## src/rtl/gpio_pc_pkg.sv

```systemverilog
package gpio_pc_pkg;

  typedef enum logic [2:0] {
    TRG_OFF   = 3'd0,
    TRG_HIGH  = 3'd1,
    TRG_LOW   = 3'd2,
    TRG_FORCE = 3'd3,
    TRG_RSV   = 3'd4,
    TRG_RISE  = 3'd5,
    TRG_FALL  = 3'd6,
    TRG_BOTH  = 3'd7
  } trig_mode_e;

  localparam int OFS_CFG    = 12;
  localparam int OFS_MASK   = 16;
  localparam int OFS_ACK    = 20;
  localparam int OFS_RAW    = 24;
  localparam int OFS_MSK_ST = 28;
  localparam int WIDE_BASE  = 32;
  localparam int WIDE_STEP  = 16;

  // Edge-latching modes are the codes with bit 2 set and a nonzero low pair.
  function automatic logic is_edge_mode(input logic [2:0] m);
    return m[2] & (m[1:0] != 2'b00);
  endfunction

  function automatic logic edge_hit(input logic [2:0] m, input logic cur, input logic prev);
    logic rise, fall;
    rise = cur & ~prev;
    fall = ~cur & prev;
    case (trig_mode_e'(m))
      TRG_RISE: return rise;
      TRG_FALL: return fall;
      TRG_BOTH: return rise | fall;
      default:  return 1'b0;
    endcase
  endfunction

  function automatic logic level_view(input logic [2:0] m, input logic cur);
    case (trig_mode_e'(m))
      TRG_HIGH:  return cur;
      TRG_LOW:   return ~cur;
      TRG_FORCE: return 1'b1;
      default:   return 1'b0;
    endcase
  endfunction

  // Independent map check used by the read-side assertion.
  function automatic logic is_mapped(input int a, input int nwide);
    if (a == 0 || a == 4 || a == 8) return 1'b1;
    if (a >= OFS_CFG && a <= OFS_MSK_ST && (a % 4) == 0) return 1'b1;
    for (int k = 0; k < nwide; k++) begin
      if (a == WIDE_BASE + WIDE_STEP*k || a == WIDE_BASE + WIDE_STEP*k + 4 ||
          a == WIDE_BASE + WIDE_STEP*k + 8) return 1'b1;
    end
    return 1'b0;
  endfunction

endpackage

```

## src/rtl/gpio_pc_sync.sv

```systemverilog
module gpio_pc_sync #(
  parameter int W = 8
) (
  input  logic         clk,
  input  logic         rst_n,
  input  logic [W-1:0] d,
  output logic [W-1:0] q
);
  logic [W-1:0] stage1_q, stage2_q;

  always_ff @(posedge clk or negedge rst_n) begin
    if (!rst_n) begin
      stage1_q <= '0;
      stage2_q <= '0;
    end else begin
      stage1_q <= d;
      stage2_q <= stage1_q;
    end
  end

  assign q = stage2_q;
endmodule

```

## src/rtl/gpio_pc_bank.sv

```systemverilog
module gpio_pc_bank #(
  parameter int W    = 18,
  parameter int BASE = 32,
  parameter int AW   = 7
) (
  input  logic          clk,
  input  logic          rst_n,
  input  logic [AW-1:0] addr,
  input  logic          wr,
  input  logic [W-1:0]  wdata,
  input  logic [W-1:0]  pin_in,
  output logic [W-1:0]  pin_sync,
  output logic [W-1:0]  drv_out,
  output logic [W-1:0]  drv_oe,
  output logic [31:0]   rd_val
);
  localparam logic [AW-1:0] A_DOUT = AW'(BASE);
  localparam logic [AW-1:0] A_DIN  = AW'(BASE + 4);
  localparam logic [AW-1:0] A_OE   = AW'(BASE + 8);

  logic [W-1:0] dout_q, oe_q;
  logic hit_dout, hit_din, hit_oe;

  assign hit_dout = (addr == A_DOUT);
  assign hit_din  = (addr == A_DIN);
  assign hit_oe   = (addr == A_OE);

  gpio_pc_sync #(.W(W)) u_sync (
    .clk(clk), .rst_n(rst_n), .d(pin_in), .q(pin_sync)
  );

  always_ff @(posedge clk or negedge rst_n) begin
    if (!rst_n) begin
      dout_q <= '0;
      oe_q   <= '0;
    end else if (wr) begin
      if (hit_dout) dout_q <= wdata;
      if (hit_oe)   oe_q   <= wdata;
    end
  end

  assign drv_out = dout_q;
  assign drv_oe  = oe_q;

  always_comb begin
    rd_val = '0;
    if (hit_dout)     rd_val[W-1:0] = dout_q;
    else if (hit_din) rd_val[W-1:0] = pin_sync;
    else if (hit_oe)  rd_val[W-1:0] = oe_q;
  end

  AST_OE_HOLD: assert property (@(posedge clk) disable iff (!rst_n)
    !(wr && hit_oe) |=> $stable(oe_q)) else $error("oe changed without write");
endmodule

```

## src/rtl/gpio_pc_trig.sv

```systemverilog
module gpio_pc_trig
  import gpio_pc_pkg::*;
(
  input  logic       clk,
  input  logic       rst_n,
  input  logic [2:0] mode,
  input  logic       lvl,
  input  logic       ack,
  output logic       raw,
  output logic       ev
);
  logic prev_q, latch_q, edge_sel;

  assign edge_sel = is_edge_mode(mode);
  assign ev       = edge_hit(mode, lvl, prev_q);

  always_ff @(posedge clk or negedge rst_n) begin
    if (!rst_n) begin
      prev_q  <= 1'b0;
      latch_q <= 1'b0;
    end else begin
      prev_q  <= lvl;
      latch_q <= edge_sel ? (ev | (latch_q & ~ack)) : 1'b0;
    end
  end

  assign raw = edge_sel ? latch_q : level_view(mode, lvl);

  AST_OFF_SILENT: assert property (@(posedge clk) disable iff (!rst_n)
    (mode == 3'd0 || mode == 3'd4) |-> !raw) else $error("disabled mode raised status");
  AST_FORCE_HIGH: assert property (@(posedge clk) disable iff (!rst_n)
    (mode == 3'd3) |-> raw) else $error("forced mode not high");
  AST_LATCH_HOLD: assert property (@(posedge clk) disable iff (!rst_n)
    (mode[2] && mode[1:0] != 2'b00 && raw && !ack) |=> (!$stable(mode) || raw))
    else $error("edge status dropped without ack");
  AST_ACK_CLEARS: assert property (@(posedge clk) disable iff (!rst_n)
    (mode[2] && mode[1:0] != 2'b00 && ack && !ev) |=> (!$stable(mode) || !raw))
    else $error("ack did not clear edge status");
endmodule

```

## src/rtl/gpio_pc_top.sv

```systemverilog
module gpio_pc_top
  import gpio_pc_pkg::*;
#(
  parameter int NA_W  = 8,
  parameter int WW    = 18,
  parameter int NWIDE = 4,
  parameter int AW    = 7
) (
  input  logic                clk,
  input  logic                rst_n,
  input  logic [AW-1:0]       bus_addr,
  input  logic                bus_wr,
  input  logic [31:0]         bus_wdata,
  output logic [31:0]         bus_rdata,
  input  logic [NA_W-1:0]     pa_in,
  output logic [NA_W-1:0]     pa_out,
  output logic [NA_W-1:0]     pa_oe,
  input  logic [NWIDE*WW-1:0] pw_in,
  output logic [NWIDE*WW-1:0] pw_out,
  output logic [NWIDE*WW-1:0] pw_oe,
  output logic                irq
);
  localparam int CFG_W = 3 * NA_W;

  logic [NA_W-1:0]  pa_sync;
  logic [31:0]      pa_rd;
  logic [31:0]      wide_rd [NWIDE];
  logic [CFG_W-1:0] cfg_q;
  logic [NA_W-1:0]  mask_q;
  logic [NA_W-1:0]  raw_st, masked_st, ack_pulse, pin_ev;
  logic             hit_cfg, hit_mask, hit_ack, hit_raw, hit_msk;
  logic             unused_wdata;

  assign unused_wdata = ^bus_wdata[31:CFG_W];

  assign hit_cfg  = (bus_addr == AW'(OFS_CFG));
  assign hit_mask = (bus_addr == AW'(OFS_MASK));
  assign hit_ack  = (bus_addr == AW'(OFS_ACK));
  assign hit_raw  = (bus_addr == AW'(OFS_RAW));
  assign hit_msk  = (bus_addr == AW'(OFS_MSK_ST));

  gpio_pc_bank #(.W(NA_W), .BASE(0), .AW(AW)) u_bank_a (
    .clk(clk), .rst_n(rst_n), .addr(bus_addr), .wr(bus_wr),
    .wdata(bus_wdata[NA_W-1:0]), .pin_in(pa_in), .pin_sync(pa_sync),
    .drv_out(pa_out), .drv_oe(pa_oe), .rd_val(pa_rd)
  );

  for (genvar k = 0; k < NWIDE; k++) begin : g_wide
    logic [WW-1:0] sync_unused;
    gpio_pc_bank #(.W(WW), .BASE(WIDE_BASE + WIDE_STEP*k), .AW(AW)) u_bank (
      .clk(clk), .rst_n(rst_n), .addr(bus_addr), .wr(bus_wr),
      .wdata(bus_wdata[WW-1:0]), .pin_in(pw_in[k*WW +: WW]),
      .pin_sync(sync_unused), .drv_out(pw_out[k*WW +: WW]),
      .drv_oe(pw_oe[k*WW +: WW]), .rd_val(wide_rd[k])
    );
  end

  always_ff @(posedge clk or negedge rst_n) begin
    if (!rst_n) begin
      cfg_q  <= '0;
      mask_q <= '0;
    end else if (bus_wr) begin
      if (hit_cfg)  cfg_q  <= bus_wdata[CFG_W-1:0];
      if (hit_mask) mask_q <= bus_wdata[NA_W-1:0];
    end
  end

  assign ack_pulse = (bus_wr && hit_ack) ? bus_wdata[NA_W-1:0] : '0;

  for (genvar n = 0; n < NA_W; n++) begin : g_pin
    gpio_pc_trig u_trig (
      .clk(clk), .rst_n(rst_n), .mode(cfg_q[3*n +: 3]), .lvl(pa_sync[n]),
      .ack(ack_pulse[n]), .raw(raw_st[n]), .ev(pin_ev[n])
    );
  end

  assign masked_st = raw_st & mask_q;
  assign irq       = |masked_st;

  always_comb begin
    bus_rdata = pa_rd;
    for (int k = 0; k < NWIDE; k++) bus_rdata = bus_rdata | wide_rd[k];
    if (hit_cfg)  bus_rdata[CFG_W-1:0] = cfg_q;
    if (hit_mask) bus_rdata[NA_W-1:0]  = mask_q;
    if (hit_raw)  bus_rdata[NA_W-1:0]  = raw_st;
    if (hit_msk)  bus_rdata[NA_W-1:0]  = masked_st;
  end

  AST_ACK_READS_ZERO: assert property (@(posedge clk) disable iff (!rst_n)
    hit_ack |-> (bus_rdata == 32'd0)) else $error("ack offset read nonzero");
  AST_CFG_TOP_ZERO: assert property (@(posedge clk) disable iff (!rst_n)
    hit_cfg |-> (bus_rdata[31:24] == 8'd0)) else $error("cfg top byte nonzero");
  AST_UNMAPPED_ZERO: assert property (@(posedge clk) disable iff (!rst_n)
    !is_mapped(int'(bus_addr), NWIDE) |-> (bus_rdata == 32'd0)) else $error("unmapped read nonzero");
  AST_IRQ_NEEDS_MASK: assert property (@(posedge clk) disable iff (!rst_n)
    irq |-> (mask_q != '0)) else $error("irq with empty mask");
endmodule

```

## config.mk

```make
export PLATFORM = sky130hd
export DESIGN_NAME = gpio_pc_top
export DESIGN_NICKNAME = d
export VERILOG_FILES = /design/src/rtl/gpio_pc_pkg.sv /design/src/rtl/gpio_pc_sync.sv /design/src/rtl/gpio_pc_bank.sv /design/src/rtl/gpio_pc_trig.sv /design/src/rtl/gpio_pc_top.sv
export SDC_FILE = /design/constraint.sdc
export NUM_CORES = 1
export LEC_CHECK = 0
export ABC_AREA = 1
export ABC_CLOCK_PERIOD_IN_PS = 1400
export BUFFER_PORTS_ARGS = -buffer_cell sky130_fd_sc_hd__buf_2
export CORE_MARGIN = 5
export CORE_UTILIZATION = 30
export CTS_BUF_LIST = sky130_fd_sc_hd__clkbuf_4 sky130_fd_sc_hd__clkbuf_8
export DETAILED_ROUTE_END_ITERATION = 6
export MAX_ROUTING_LAYER = met4
export PLACE_DENSITY = 0.51
export SYNTH_ARGS = -nofsm -noshare
export SYNTH_HDL_FRONTEND = slang
export SYNTH_HIERARCHICAL = 1
export SYNTH_SLANG_ARGS = --single-unit
```

## constraint.sdc

```tcl
create_clock -name clk -period 1.4 [get_ports clk]
set_input_delay 0.14 -clock clk [delete_from_list [all_inputs] [get_ports clk]]
set_output_delay 0.14 -clock clk [all_outputs]
set_load 0.03 [all_outputs]
```

Word-level counts from Yosys, hierarchy flattened
Index checks and enable logic that the tools add are counted.
Word-level totals
  memories kept: 0
  RAM bits: 0
  input bits: 122
  bits in read-only memories: 0
  register bits: 368
  latch bits: 0
  word-level logic and storage cells: 257
  output and inout bits: 193
Operators by class
  shift operators: 0
  reductions and logical operators: 23
  mux-type cells: 52
  bitwise logic cells: 77
  divide/modulo/power cells: 0
  multiply operators: 0
  order comparisons: 0
  equal/unequal tests: 67
  $add $sub $neg: 0
Operators with widths (count)
  18-bit two-way mux: 12
  3-bit equality test, second input constant: 24
  8-bit two-way mux: 7
  18-bit OR: 3
  3-bit by 2-bit equality test with 1-bit output, second input constant: 16
  1-bit one-hot mux with 3 select lines: 16
  7-bit by 6-bit equality test with 1-bit output, second input constant: 6
  7-bit equality test, second input constant: 6
  1-bit AND: 32
  7-bit by 5-bit equality test with 1-bit output, second input constant: 4
  3-bit by 1-bit equality test with 1-bit output, second input constant: 8
  24-bit two-way mux: 1
  1-bit inverter: 24
  2-bit AND reduction: 12
  8-bit by 18-bit OR with 18-bit output: 1
  1-bit two-way mux: 16
  1-bit OR: 16
  2-bit nonzero test: 8
  7-bit by 4-bit equality test with 1-bit output, second input constant: 2
  8-bit AND: 1
  8-bit OR reduction: 1
  7-bit by 3-bit equality test with 1-bit output, second input constant: 1
  7-bit logical NOT: 1
  1-bit logical AND: 1

Longest topological paths before layout
Gate-level depths: netlist (run 1).
  depth after elaboration: 12
  gate-level depth with buffers: 16

Cells and area by module
Netlist (run 1), hierarchy kept.
By module, submodules not included
  gpio_pc_sync (g_wide[0].u_bank.u_sync ...): sequential area each 900.9 um^2, area each 900.9 um^2, cells each 36, instances 4
  gpio_pc_top: sequential area each 800.8 um^2, area each 2403.6 um^2, cells each 377, instances 1
  gpio_pc_bank (g_wide[2].u_bank): sequential area each 900.9 um^2, area each 2107.0 um^2, cells each 271, instances 1
  gpio_pc_bank (g_wide[0].u_bank): sequential area each 900.9 um^2, area each 2105.8 um^2, cells each 271, instances 1
  gpio_pc_bank (g_wide[1].u_bank): sequential area each 900.9 um^2, area each 2092.0 um^2, cells each 269, instances 1
  gpio_pc_bank (g_wide[3].u_bank): sequential area each 900.9 um^2, area each 2021.9 um^2, cells each 267, instances 1
  gpio_pc_trig: sequential area each 50.0 um^2, area each 172.7 um^2, cells each 23, instances 8
  gpio_pc_bank (u_bank_a): sequential area each 400.4 um^2, area each 1106.1 um^2, cells each 149, instances 1
  gpio_pc_sync (u_bank_a.u_sync): sequential area each 400.4 um^2, area each 400.4 um^2, cells each 16, instances 1

Worst setup path before layout (run 1)
No wires, ideal clock.
  path kind: input-to-output
  start: input port bus_addr[0]
  end: output port bus_rdata[3]
  data required time: 1260 ps
  buffers on the path: 2
  slack: -398 ps
  arrival time: 1658 ps
  stages on the path: 13
  cells stage by stage: inv_1 nand2_2 nor2_1 and2_1 buf_2 buf_4 nand2_1 nand3_1 nand3b_1 nand2_1 nand3_1 nand2_1 a21oi_1
RTL lines
  start, declared: line gpio_pc_top.sv:11  | input logic [AW-1:0] bus_addr,
  end, declared: line gpio_pc_top.sv:14  | output logic [31:0] bus_rdata,

==> summary.txt, run 1 <==
======================================================================================================
Post-route fraction of the period consumed by the critical path                                   1.62
TritonCTS clock tree                                                                             built
Pwr dens                                                                                  1040 nW/um^2
Layout Cells excl Fill                                                                           3,538
CP Data Required Time                                                                          1260 ps
Most frequent standard cell in the layout excluding fill and tap cells                    sky130_fd_sc_hd__nand2_1
Status                                                                                    finished, violations left
Type of element capturing the critical path                                               primary output
Total vias in the final route                                                                    16.9k
Setup repair after global routing missed its margin                                                yes
Height of the chip                                                                              249 um
Inserted Clock Buffers                                                                              69
Violated checks                                                                           setup timing
Die ar.                                                                                    62,200 um^2
Number of detailed-routing iterations run before antenna repair                                      6
Highest achievable clock rate                                                                  441 MHz
Total detailed-routing wirelength                                                              71.5 mm
Netlist area before placement                                                              17,200 um^2
Growth of design area from synthesis to finish                                                   63.7%
Number of cells traversed by the worst register-to-register path                                     9
Class of the most critical hold timing path                                                  in -> reg
Cell count after synthesis                                                                       1,940
Source of the worst hold timing path                                                       bus_addr[2]
Placed wire-length estimate                                                                    51.1 mm
GR Util All Layers                                                                               0.229
Antenna violations before repair                                                                     2
Slew HR                                                                                          0.620
Cell total after placement                                                                       3,264
Final hold vios                                                                                      0
Average size of a mapped cell                                                                8.86 um^2
Number of cells on the worst hold path                                                               7
DRC marker count from the first detailed-route iteration                                         1,258
Clock period minus worst slack                                                                 2270 ps
DRC Markers                                                                                          0
Final weighted congestion of routability-driven global placement                                 0.918
Remaining Overflow, GRT                                                                              0
I/O Pins                                                                                           315
Root buffer cell                                                                          sky130_fd_sc_hd__clkbuf_8
Transition time of the tightest slew-check pin                                                  568 ps
Worst reg2reg endpoint                                                                    g_pin[0].u_trig/latch_q
Critical path start-end classification                                                      reg -> out
Placement Rows                                                                                      87
Worst-case hold path end point                                                            g_wide[1].u_bank/drv_out[2]
ANT nets after route                                                                                 0
Clock tree skew after final layout                                                             31.1 ps
Pre-CTS setup slack                                                                           -1020 ps
Maximum number of pins on one net before global-route repair                                        68
Maximum root-to-sink buffer count                                                                    3
Origin of the critical flop-to-flop path                                                  u_bank_a/u_sync/q[0]
Static leakage                                                                                 14.4 nW
Count of pins over their slew limit                                                                  0
Die Wd                                                                                          249 um
Critical Path Source Type                                                                    flip-flop
Setup slack of the critical path after layout                                                  -866 ps
Synth warnings                                                                                       6
Insertion delay to the later sink of the worst-skew pair                                        670 ps
CTS HTree Levels                                                                                     3
Data arrival at the endpoint of the critical path                                              2130 ps
Effective utilization at floorplan                                                               0.304
Clock transition at the register clock pins on the worst setup and hold paths after CTS          60 ps
Total design power                                                                             29.1 mW
Worst hold margin                                                                              83.5 ps
Number of global-route vias before repair                                                        17.4k
Std-Cell Core Area                                                                         56,600 um^2
Maximum Capacitance Violations                                                                       0
Per-cell via count in the routed design                                                           4.77
Final-report setup violation count                                                                 185
Number of sinks driven by the clock tree                                                           368
Final net count                                                                                  2,870
Max rail drop VDD                                                                             0.750 mV
Routed len/inst                                                                                20.2 um
Wire length of the first global-routing pass                                                    107 mm
Share of post-route cells with drive strength above 1                                            0.422
Layout filler cell count                                                                         5,231
Register-to-register path setup slack                                                            70 ps
Port Buffer Count                                                                                  298
Top fanout value on the critical path                                                                2
Most used cells in the layout excluding fill and tap cells                                sky130_fd_sc_hd__nand2_1, sky130_fd_sc_hd__buf_6, sky130_fd_sc_hd__dfrtp_1
Worst setup path startpoint                                                               g_wide[2].u_bank/drv_out[5]
======================================================================================================
==> registers in the layout (all words and copies together) (netlist names) <==
register                       cells
mask_q                             8
g_wide.u_bank/drv_oe              72
g_pin.u_trig/latch_q               8
g_wide.u_bank/u_sync/stage1_q     72
u_bank_a/u_sync/stage1_q           8
u_bank_a/drv_out                   8
cfg_q                             24
g_wide.u_bank/drv_out             72
u_bank_a/u_sync/q                  8
g_wide.u_bank/u_sync/q            72
g_pin.u_trig/prev_q                8
u_bank_a/drv_oe                    8
==> what timing repair did <==
item / 4_1_cts / 5_1_grt
pin swaps: 106 / 79
resized for setup: 722 / 143
endpoints found under the hold margin: 609 / 0
setup endpoints to repair: 185 / 187
buffers inserted: 73 / 62
gates cloned: 1 / 0
hold buffers: 108 / 0
==> routing by layer <==
metal	up-vias	track usage	part of all wire
met5	-	-	0
met4	0	0.0878	0.036
met3	147	0.0414	0.066
met2	677	0.360	0.47
met1	8249	0.298	0.42
li1	7812	-	-
==> power by group <==
group	total, mW	switching, mW	leakage, nW	internal (mW)
logic	5.87	3.17	8.95	2.70
registers	11.9	0.529	4.64	11.4
clock network	11.4	4.88	0.795	6.51
total	29.1	8.58	14.4	20.6
==> worst max-delay path by stage <==
stage | end | slack [ps] | cells past startpoint
3_3_place_gp | bus_rdata[8] | -1010 | 13
4_1_cts | bus_rdata[5] | -880 | 11
5_1_grt | bus_rdata[4] | -950 | 11
2_1_floorplan | bus_rdata[3] | -70 | 11
6_report | bus_rdata[5] | -870 | 11
3_5_place_dp | bus_rdata[8] | -1020 | 13
==> worst max-delay path, cell delays in order (launching register included) <==
cell	delay [ps]
sky130_fd_sc_hd__dfrtp_1	390
sky130_fd_sc_hd__nand2_1	130
sky130_fd_sc_hd__nand3_2	120
sky130_fd_sc_hd__nor2_4	160
sky130_fd_sc_hd__nand2_4	90
sky130_fd_sc_hd__nor2_4	100
sky130_fd_sc_hd__nand2_2	80
sky130_fd_sc_hd__nand3_2	60
sky130_fd_sc_hd__nand2_1	60
sky130_fd_sc_hd__nand2_2	80
sky130_fd_sc_hd__nand2_4	50
sky130_fd_sc_hd__buf_8	130
==> area by class of cell <==
class	count	area, um^2	share of cell area
Tap cell	756	946	0.0336
Clock buffer	100	1290	0.0458
Sequential cell	368	9240	0.328
Timing Repair Buffer	815	8010	0.285
Clock inverter	19	199	0.00707
Inverter	107	424	0.0151
Multi-Input combinational cell	1371	8030	0.285
Antenna cell	2	5.00	0.000178
==> stage by stage <==
step / TNS [ps] / area, um^2 / util
global route: -33740 / 28100 / 0.497
floorplan: -828 / 17900 / -
detailed placement: -70490 / 22200 / 0.393
global placement: -64890 / 22200 / 0.393
finish: -23810 / 28100 / 0.497
CTS: -33900 / 27600 / 0.487
No activity file was read; power rests on OpenSTA's default activity.
==> run 2: changes to the inputs <==
Settings changed: PLACE_DENSITY 0.51 to 0.52, SYNTH_HIERARCHICAL 1 to unset.
==> run 2 against run 1 <==
Effect of this change:
- clock-buffer cell count fell by 1
- power fell by 8.5%
- combinational power is 18% lower
- flip-flop and latch count unchanged
- final area fell by 15%
- maximum frequency is 2.9% higher
- critical path type unchanged
- the run still ends with setup timing left
- synthesized cell count fell by 21%
- sequential share of layout area rose by 5.7 points
- routed wire length fell by 21%
- register-to-register slack about the same
- first-iteration DRC count fell by 34%
- highest routed layer unchanged
==> summary.txt, run 2 <==
======================================================================================================
Status                                                                                    finished, violations left   unchanged
Violated checks                                                                           setup timing   unchanged
Cell accounting for the most synthesized area                                             sky130_fd_sc_hd__dfrtp_1
Final-report setup violation count                                                                 121   was 185
Total vias in the final route                                                                    13.6k   was 16.9k
Data arrival at the endpoint of the critical path                                              2060 ps   was 2130 ps
Critical path start-end classification                                                      reg -> out   unchanged
Routed len/inst                                                                                19.2 um   was 20.2 um
Pwr dens                                                                                  1110 nW/um^2   was 1040 nW/um^2
Average size of a mapped cell                                                                9.58 um^2   was 8.86 um^2
GR Util All Layers                                                                               0.214   was 0.229
Most frequent standard cell in the layout excluding fill and tap cells                    sky130_fd_sc_hd__nand2_1   unchanged
Insertion delay to the later sink of the worst-skew pair                                        640 ps   was 670 ps
TritonCTS clock tree                                                                             built   unchanged
Count of flip-flops with a built-in enable after synthesis                                           0
Wire length of the first global-routing pass                                                   85.3 mm   was 107 mm
Placement Rows                                                                                      81   was 87
Critical Path Source Type                                                                    flip-flop   unchanged
CP Data Required Time                                                                          1260 ps   about the same
Area of placed instances                                                                   18,600 um^2   was 22,200 um^2
Register-to-register path setup slack                                                            80 ps   was 70 ps
Synth warnings                                                                                       0   was 6
Port Buffer Count                                                                                  298   unchanged
CTS HTree Levels                                                                                     3   unchanged
Worst hold margin                                                                              41.1 ps   was 83.5 ps
Cell total after placement                                                                       2,650   was 3,264
Antenna violations before repair                                                                     1   was 2
DRC Markers                                                                                          0   unchanged
Die Wd                                                                                          232 um   was 249 um
Inserted Clock Buffers                                                                              67   was 69
Pre-CTS setup slack                                                                            -525 ps   was -1020 ps
Fraction of the yosys area taken by sequential cells                                             0.625
Std-Cell Core Area                                                                         48,700 um^2   was 56,600 um^2
Cell count after synthesis                                                                       1,538   was 1,940
Post-synth top cells                                                                      sky130_fd_sc_hd__nand2_1, sky130_fd_sc_hd__dfrtp_1, sky130_fd_sc_hd__o21ai_0
Growth of design area from synthesis to finish                                                   62.3%   was 63.7%
Height of the chip                                                                              232 um   was 249 um
Clock tree skew after final layout                                                             34.4 ps   was 31.1 ps
Setup slack of the critical path after layout                                                  -802 ps   was -866 ps
Number of detailed-routing iterations run before antenna repair                                      5   was 6
Share of the synthesized area in the top cell type                                               0.625
Share of post-route cells with drive strength above 1                                            0.398   was 0.422
Final sum of negative setup slack                                                           -14,120 ps   was -23,810 ps
Number of sinks driven by the clock tree                                                           368   unchanged
Remaining Overflow, GRT                                                                              0   unchanged
Final net count                                                                                  2,378   was 2,870
Final weighted congestion of routability-driven global placement                                 0.939   was 0.918
Clock transition at the register clock pins on the worst setup and hold paths after CTS          60 ps   about the same
Layout filler cell count                                                                         4,472   was 5,231
Post-route fraction of the period consumed by the critical path                                   1.57   was 1.62
I/O Pins                                                                                           315   unchanged
Netlist area before placement                                                              14,700 um^2   was 17,200 um^2
Total detailed-routing wirelength                                                              56.5 mm   was 71.5 mm
Placed wire-length estimate                                                                    40.3 mm   was 51.1 mm
Highest achievable clock rate                                                                  454 MHz   was 441 MHz
Effective utilization at floorplan                                                               0.302   was 0.304
Type of element capturing the critical path                                               primary output   unchanged
Final Instance Area                                                                        23,900 um^2   was 28,100 um^2
Count of unique library cells instantiated by Yosys                                                 33
Most used cells in the layout excluding fill and tap cells                                sky130_fd_sc_hd__nand2_1, sky130_fd_sc_hd__dfrtp_1, sky130_fd_sc_hd__buf_6   was sky130_fd_sc_hd__nand2_1, sky130_fd_sc_hd__buf_6, sky130_fd_sc_hd__dfrtp_1
Per-cell via count in the routed design                                                           4.64   was 4.77
Maximum number of pins on one net before global-route repair                                        49   was 68
Most frequently used flop master after synthesis                                          sky130_fd_sc_hd__dfrtp_1
ANT nets after route                                                                                 0   unchanged
Final hold vios                                                                                      0   unchanged
Class of the most critical hold timing path                                                  in -> reg   unchanged
Die ar.                                                                                    53,700 um^2   was 62,200 um^2
Max rail drop VDD                                                                             0.589 mV   was 0.750 mV
Count leader, synth                                                                       sky130_fd_sc_hd__nand2_1
Clock period minus worst slack                                                                 2200 ps   was 2270 ps
Setup repair after global routing missed its margin                                                yes   unchanged
Maximum Capacitance Violations                                                                       0   unchanged
Count of pins over their slew limit                                                                  0   unchanged
Root buffer cell                                                                          sky130_fd_sc_hd__clkbuf_8   unchanged
Number of global-route vias before repair                                                        14.1k   was 17.4k
Maximum root-to-sink buffer count                                                                    3   unchanged
Static leakage                                                                                 11.8 nW   was 14.4 nW
DRC marker count from the first detailed-route iteration                                           832   was 1,258
Cell types occupying the most area after synthesis                                        sky130_fd_sc_hd__dfrtp_1, sky130_fd_sc_hd__nand2_1, sky130_fd_sc_hd__o21ai_0, sky130_fd_sc_hd__nand3_1, sky130_fd_sc_hd__nor2_1
FFs w/ async S/R, synth                                                                           1.00
Top fanout value on the critical path                                                                5   was 2
#FFs+latches synth                                                                                 368
Layout Cells excl Fill                                                                           2,941   was 3,538
======================================================================================================
## run 2: logic make-up after synthesis
| family | synth area share |
|---|---|
| AND/OR/NAND/NOR | 0.209 |
| flip-flops | 0.625 |
| AO/OA/AOI/OAI | 0.0962 |
| buffers and inverters | 0.0552 |
| adder cells (fa/ha/maj) | 0.0136 |
| multiplexers | 0.000679 |
| other | 0.000254 |
## run 2: per-layer routing
metal,GRT usage,wire (um)
met1,0.272,24100
met2,0.330,26200
met3,0.0608,4190
met4,0.0761,2030
met5,-,0
## run 2: final timing paths
path                                                          start                                   to  cells after the start
worst max-delay path                                      cfg_q[13]                                  irq                      8
worst min-delay path                                   bus_wdata[8]                             cfg_q[8]                      3
worst max register to register                 u_bank_a.u_sync.q[3]              g_pin[3].u_trig.latch_q                      6
worst min register to register  g_wide[1].u_bank.u_sync.stage1_q[1]         g_wide[1].u_bank.u_sync.q[1]                      0
max in group asynchronous                                     rst_n  g_wide[2].u_bank.u_sync.stage1_q[3]                      3
min in group asynchronous                                     rst_n           g_wide[3].u_bank.drv_oe[6]                      3
## run 2: where the power goes
group	leakage [nW]	internal, mW	switching (mW)
clock network	0.668	5.52	4.47
logic	6.46	2.26	2.55
registers	4.65	11.4	0.503
total	11.8	19.1	7.52
## run 2: metrics by stage
step | total power, mW | util
after CTS | 26.7 | 0.477
final | 26.7 | 0.491
after global placement | 15.3 | 0.382
after global routing | 27.9 | 0.491
after floorplan | 13.5 | -
after detailed placement | 15.4 | 0.382
## run 2: worst max-delay path, cell delays in order, from the launching register on
cell and delay [ps]:
sky130_fd_sc_hd__dfrtp_1 420, sky130_fd_sc_hd__o211ai_1 220, sky130_fd_sc_hd__buf_4 170, sky130_fd_sc_hd__nand2_4 50, sky130_fd_sc_hd__nand2_2 50, sky130_fd_sc_hd__nand2_2 60
sky130_fd_sc_hd__nor3_2 110, sky130_fd_sc_hd__nand4_1 170, sky130_fd_sc_hd__buf_6 190
## run 2: layout make-up
type,count,area (um^2),share of cell area
Clock buffer,99,1220,0.0509
Antenna cell,1,2.50,0.000105
Inverter,80,317,0.0132
Multi-Input combinational cell,1016,5430,0.227
Clock inverter,6,52.6,0.00220
Tap cell,664,831,0.0347
Sequential cell,368,9210,0.385
Timing Repair Buffer,707,6870,0.287
## run 2: repair_timing
action	in CTS	in global routing
hold buffers	105	0
cloned	0	0
endpoints found under the setup margin	185	179
resized for setup	579	142
pin swaps	87	80
hold endpoints to repair	581	0
setup buffers	67	62
